[config.mk]
export PLATFORM = sky130hd
export DESIGN_NAME = irq_countdown_timer
export DESIGN_NICKNAME = d
export VERILOG_FILES = /design/src/rtl/irq_countdown_timer.sv
export SDC_FILE = /design/constraint.sdc
export NUM_CORES = 1
export LEC_CHECK = 0
export BUFFER_PORTS_ARGS = -buffer_cell sky130_fd_sc_hd__buf_4
export CAP_MARGIN = 20
export CORE_MARGIN = 2
export CORE_UTILIZATION = 56
export CTS_BUF_LIST = sky130_fd_sc_hd__clkbuf_4
export DETAILED_ROUTE_END_ITERATION = 6
export PLACE_DENSITY = 0.79
export SYNTH_ARGS = -nofsm -noshare
export SYNTH_HDL_FRONTEND = slang
export SYNTH_SLANG_ARGS = --single-unit
[constraint.sdc]
create_clock -name clk -period 4.1 [get_ports clk]
set_clock_uncertainty 0.05 [all_clocks]
set_input_delay 0.205 -clock clk [delete_from_list [all_inputs] [get_ports clk]]
set_output_delay 0.205 -clock clk [all_outputs]
set_load 0.05 [all_outputs]
[src/rtl/irq_countdown_timer.sv]
`timescale 1ns/1ps
module irq_countdown_timer #(
  parameter int DATA_W = 32,
  parameter int VEC_W  = 8
) (
  input  logic              clk,
  input  logic              rst_n,
  input  logic              wr_en,
  input  logic [1:0]        wr_sel,
  input  logic [DATA_W-1:0] wr_data,
  output logic [DATA_W-1:0] cur_count,
  output logic              irq_pulse,
  output logic [VEC_W-1:0]  irq_vector
);
  localparam logic [1:0] SEL_ENTRY = 2'd0;
  localparam logic [1:0] SEL_START = 2'd1;
  localparam logic [1:0] SEL_DIV   = 2'd2;
  localparam int SHIFT_W = 3;
  localparam int PRE_W   = (1 << SHIFT_W) - 1;
  localparam int MASK_BIT = 16;
  localparam int PER_BIT  = 17;

  logic [VEC_W-1:0]   vec_q;
  logic               mask_q, periodic_q;
  logic [DATA_W-1:0]  init_q, cnt_q;
  logic [SHIFT_W-1:0] div_code_q, shift_q;
  logic [PRE_W-1:0]   pre_q;
  logic               armed_q;

  wire wr_entry = wr_en && (wr_sel == SEL_ENTRY);
  wire wr_start = wr_en && (wr_sel == SEL_START);
  wire wr_div   = wr_en && (wr_sel == SEL_DIV);

  wire [PRE_W-1:0] pre_mask = ~({PRE_W{1'b1}} << shift_q);
  wire tick      = (pre_q == pre_mask);
  wire at_zero   = (cnt_q == '0);
  wire expire    = tick && at_zero && !wr_start &&
                   (periodic_q ? (init_q != '0) : armed_q);

  always_ff @(posedge clk) begin
    if (!rst_n) begin
      vec_q      <= '0;
      mask_q     <= 1'b1;
      periodic_q <= 1'b0;
      div_code_q <= '0;
      init_q     <= '0;
    end else begin
      if (wr_entry) begin
        vec_q      <= wr_data[VEC_W-1:0];
        mask_q     <= wr_data[MASK_BIT];
        periodic_q <= wr_data[PER_BIT];
      end
      if (wr_div)   div_code_q <= {wr_data[3], wr_data[1], wr_data[0]};
      if (wr_start) init_q     <= wr_data;
    end
  end

  always_ff @(posedge clk) begin
    if (!rst_n) begin
      pre_q   <= '0;
      shift_q <= SHIFT_W'(1);
    end else begin
      if (wr_start || tick) pre_q <= '0;
      else                  pre_q <= pre_q + 1'b1;
      if (tick) shift_q <= div_code_q + 1'b1;
    end
  end

  always_ff @(posedge clk) begin
    if (!rst_n) begin
      cnt_q   <= '0;
      armed_q <= 1'b0;
    end else if (wr_start) begin
      cnt_q   <= wr_data;
      armed_q <= (wr_data != '0);
    end else if (tick) begin
      if (!at_zero)        cnt_q   <= cnt_q - 1'b1;
      else if (periodic_q) cnt_q   <= init_q;
      if (at_zero && !periodic_q) armed_q <= 1'b0;
    end
  end

  always_ff @(posedge clk) begin
    if (!rst_n) begin
      irq_pulse  <= 1'b0;
      irq_vector <= '0;
    end else begin
      irq_pulse <= expire && !mask_q;
      if (expire) irq_vector <= vec_q;
    end
  end

  assign cur_count = cnt_q;
endmodule

==> impl_results.md <==
- DIE AREA: 9857 um^2
- Fraction of the mapped netlist area in adder cells: 0.9845%
- Crit. End Element: flip-flop
- Worst relative slew slack: 32.35%
- Path class of the lowest-slack min-delay path: primary input to flip-flop
- Number of antenna violations at the first check in global routing: 0
- Layout cells sized above 1: 16.78%
- Sum of overflow across all layers after global routing: 0
- Commonest cells post-synth: 107 x sky130_fd_sc_hd__nand2_1, 97 x sky130_fd_sc_hd__dfxtp_1, 70 x sky130_fd_sc_hd__a21oi_1
- Clk slew on worst S/H paths: 0.15 ns
- Final #Nets: 781
- Post-CTS Hold Fix Bufs: 29
- Growth of design area from synthesis to finish: 21.41%
- Result of the run: complete, no violations
- CP Cell Sequence: or4_4 > nor4_4 > nand4_2 > nand2b_1 > nand2_1 > o21ai_0 > a211oi_1
- # setup viols final: 0
- Worst-margin pin slew: 1.010 ns
- Row Count: 34
- Number of placed I/O pins: 78
- Final instance count without filler cells: 853
- Post-CTS Setup Bufs: 0
- Critical path required time: 4.42 ns
- Post-synthesis instance area: 5084 um^2
- Global-route wire length before repair: 25360 um
- Average vias per placed instance: 6.429
- Ranking of synthesized cells by area: sky130_fd_sc_hd__dfxtp_1 38%, sky130_fd_sc_hd__nand2_1 7.9%, sky130_fd_sc_hd__a21oi_1 6.9%
- Vertical die dimension: 99.28 um
- Starting density of the core: 58.01%
- Maximum vdd ir drop: 490.4 uV
- Worst Setup Slack post-DPL: 0.8048 ns
- Final estimated routing congestion in global placement: 0.9723
- TritonCTS Buffers: 9
- Max Transition Viols Final: 0
- Crit start category: flip-flop
- Fraction of post-synthesis cell area in the top cell type by area: 38.20%
- Number of synthesized register bits: 97
- Largest family of logic cells by synthesized area: simple AND/OR/NAND/NOR gates
- Critical path fanouts, max: 17
- Mean instance size in the synthesized netlist: 7.726 um^2
- Top cell family by delay on the critical path: simple AND/OR/NAND/NOR gates
- Synth warn: 0
- Areal power density over the cells: 694.9 nW/um^2
- Sequential share of the synthesized area: 38.20%
- Static power due to leakage: 2.459 nW
- Post-CTS sizing: 0
- Simple-gate share of the synthesized area: 28.67%
- Arrival time at the worst endpoint: 3.73 ns
- Number of placed instances, taps included: 806
- Cell with the most instances after synthesis: sky130_fd_sc_hd__nand2_1
- Number of synthesized flops with an enable pin: 0
- CP bufs+invs: 0
- Largest stage delay on the critical path: 0.60 ns
- Total number of H-tree levels: 3
- Number of diodes: 0
- Total of fill cells in the finished design: 708
- Final antenna-violating net count: 0
- Max_cap viols: 0
- Count of port buffers added during placement: 77
- Number of vias in the routed layout: 5484
- Gate Count Post-Synth: 658
- Maximum root-to-sink buffer count: 2
- R2R Setup Slk: 0.68 ns
- Unrepaired setup endpoints after global routing: no
- Count of final hold-check violations: 0
- Synth Area in Compound Gates: 21.76%
- Reg2reg start: cur_count[13]
- Violation count after the first detailed-route iteration: 612
- Worst Path Class, Setup: flip-flop to flip-flop
- Slowest library cell on the worst path: sky130_fd_sc_hd__or4_4
- Post-route worst setup slack: 0.6848 ns
- Worst hold start: wr_data[12]
- Syn_nets: 699
- Count of different cell masters after synthesis: 63
- Xor/xnor cell area share of the yosys netlist: 1.723%
- Library cell occupying the most area in the post-synthesis netlist: sky130_fd_sc_hd__dfxtp_1
- Final routed DRC violation total: 0
- Crit path from: cur_count[13]
- Tcrit/Tclk final: 83.30%
- Sinks on the clock net: 97
- Wire length after detailed routing: 15730 um
- Portion of netlist area occupied by mux cells: 4.652%
- Die Width: 99.28 um
- Tot GR Track Use: 31.81%
- Number of global-route vias before repair: 5122
- Most frequently used flop master after synthesis: sky130_fd_sc_hd__dfxtp_1
- Half-perimeter wire length after placement: 10730 um
- Async S/R FF share, synth: 0%
- Core area: 8763 um^2
- Final routed wire length divided by cell count: 18.44 um
- Final min period: 3.415 ns
- CTS tree: built
- Top achievable clock speed: 292.8 MHz
- Setup TNS: 0 ns
- Clock insertion delay at the later pin of the skew report: 0.45 ns
- CTS Root Buffer Type: sky130_fd_sc_hd__clkbuf_4
- Maximum number of pins on one net before global-route repair: 77
- Drt first pass iters: 6
==> area by class of cell <==
cell class | instances | area (um^2) | share of cell area, %
inverter | 8 | 30.03 | 0.4865
timing repair buffer | 116 | 948.4 | 15.37
multi-input combinational | 508 | 2948 | 47.76
clock buffer | 9 | 67.56 | 1.095
sequential | 97 | 1942 | 31.46
clock inverter | 7 | 101.3 | 1.642
tap | 108 | 135.1 | 2.189
==> worst paths after layout <==
check | endpoint | cells after the start
setup reg to reg | cur_count[9] | 7
hold reg to reg | irq_pulse | 1
hold / removal | init_q[12] | 3
setup / recovery | cur_count[9] | 7
==> layer usage <==
| layer | routed length [um] | share of wire [%] | global-route usage (%) | up-vias |
|---|---|---|---|---|
| met5 | 0 | 0 | 0 | - |
| met4 | 357 | 2.3 | 9.273 | 0 |
| met3 | 1458 | 9.3 | 7.098 | 38 |
| met2 | 7445 | 47 | 52.70 | 315 |
| met1 | 6464 | 41 | 41.73 | 2574 |
| li1 | - | - | - | 2557 |
==> worst register-to-register path, cell delays in order (launching register included) <==
cell                       delay, ns
sky130_fd_sc_hd__dfxtp_1        0.41
sky130_fd_sc_hd__or4_4          0.60
sky130_fd_sc_hd__nor4_4         0.35
sky130_fd_sc_hd__nand4_2        0.46
sky130_fd_sc_hd__nand2b_1       0.41
sky130_fd_sc_hd__nand2_1        0.57
sky130_fd_sc_hd__o21ai_0        0.20
sky130_fd_sc_hd__a211oi_1       0.28
==> report_power, final <==
part           leakage (nW)  internal, mW  switching, mW
clock                0.0884         0.254          0.347
sequential            0.790          1.08          0.242
combinational          1.58         0.837           1.53
==> placed cells by master, fill, tap and decap left out, types with 3 or more instances in the layout <==
cell type and count:
sky130_fd_sc_hd__inv_1 7, sky130_fd_sc_hd__nor3_1 17, sky130_fd_sc_hd__o2bb2ai_1 3, sky130_fd_sc_hd__or4_1 4
sky130_fd_sc_hd__a221oi_1 4, sky130_fd_sc_hd__or3_1 11, sky130_fd_sc_hd__nor4b_1 4, sky130_fd_sc_hd__a31oi_1 8
sky130_fd_sc_hd__or2_2 5, sky130_fd_sc_hd__a211oi_1 4, sky130_fd_sc_hd__o211ai_1 16, sky130_fd_sc_hd__nand2_1 107
sky130_fd_sc_hd__xor2_1 4, sky130_fd_sc_hd__and3_1 3, sky130_fd_sc_hd__dlygate4sd3_1 31, sky130_fd_sc_hd__xnor2_1 6
sky130_fd_sc_hd__buf_4 85, sky130_fd_sc_hd__mux2i_1 21, sky130_fd_sc_hd__a21oi_1 70, sky130_fd_sc_hd__nor4_2 3
sky130_fd_sc_hd__nand3_1 23, sky130_fd_sc_hd__o22ai_1 8, sky130_fd_sc_hd__o31ai_1 5, sky130_fd_sc_hd__o21ai_0 36
sky130_fd_sc_hd__clkbuf_4 9, sky130_fd_sc_hd__nor2_1 63, sky130_fd_sc_hd__a21o_1 4, sky130_fd_sc_hd__nor4_1 25
sky130_fd_sc_hd__ha_1 4, sky130_fd_sc_hd__dfxtp_1 97, sky130_fd_sc_hd__nand4_1 7
==> cell families (layout without fill, tap and decap cells) <==
group | count (synthesis) | count (layout)
flip-flops | 97 | 97
AND/OR/NAND/NOR | 291 | 291
buffers and inverters | 53 | 140
XOR/XNOR | 10 | 10
AO/OA/AOI/OAI | 180 | 180
multiplexers | 23 | 23
adder cells (fa/ha/maj) | 4 | 4
==> metrics by stage <==
step                      power (mW)  hold WS, ns  area [um^2]  util, %
after floorplan                2.988       0.2835         5084        -
after global placement         3.559       0.3568         5693    64.96
after detailed placement       3.599       0.3709         5693    64.96
after CTS                      4.222    0.0007566         6152    70.20
after global routing           4.533     0.005443         6172    70.43
final                          4.289      0.03680         6172    70.43
==> registers in the layout, indices dropped and copies added (netlist names) <==
name,cells
div_code_q,3
shift_q,3
periodic_q,1
irq_vector,8
vec_q,8
irq_pulse,1
init_q,32
mask_q,1
cur_count,32
armed_q,1
pre_q,7
Power figures use the tool's default switching activity.
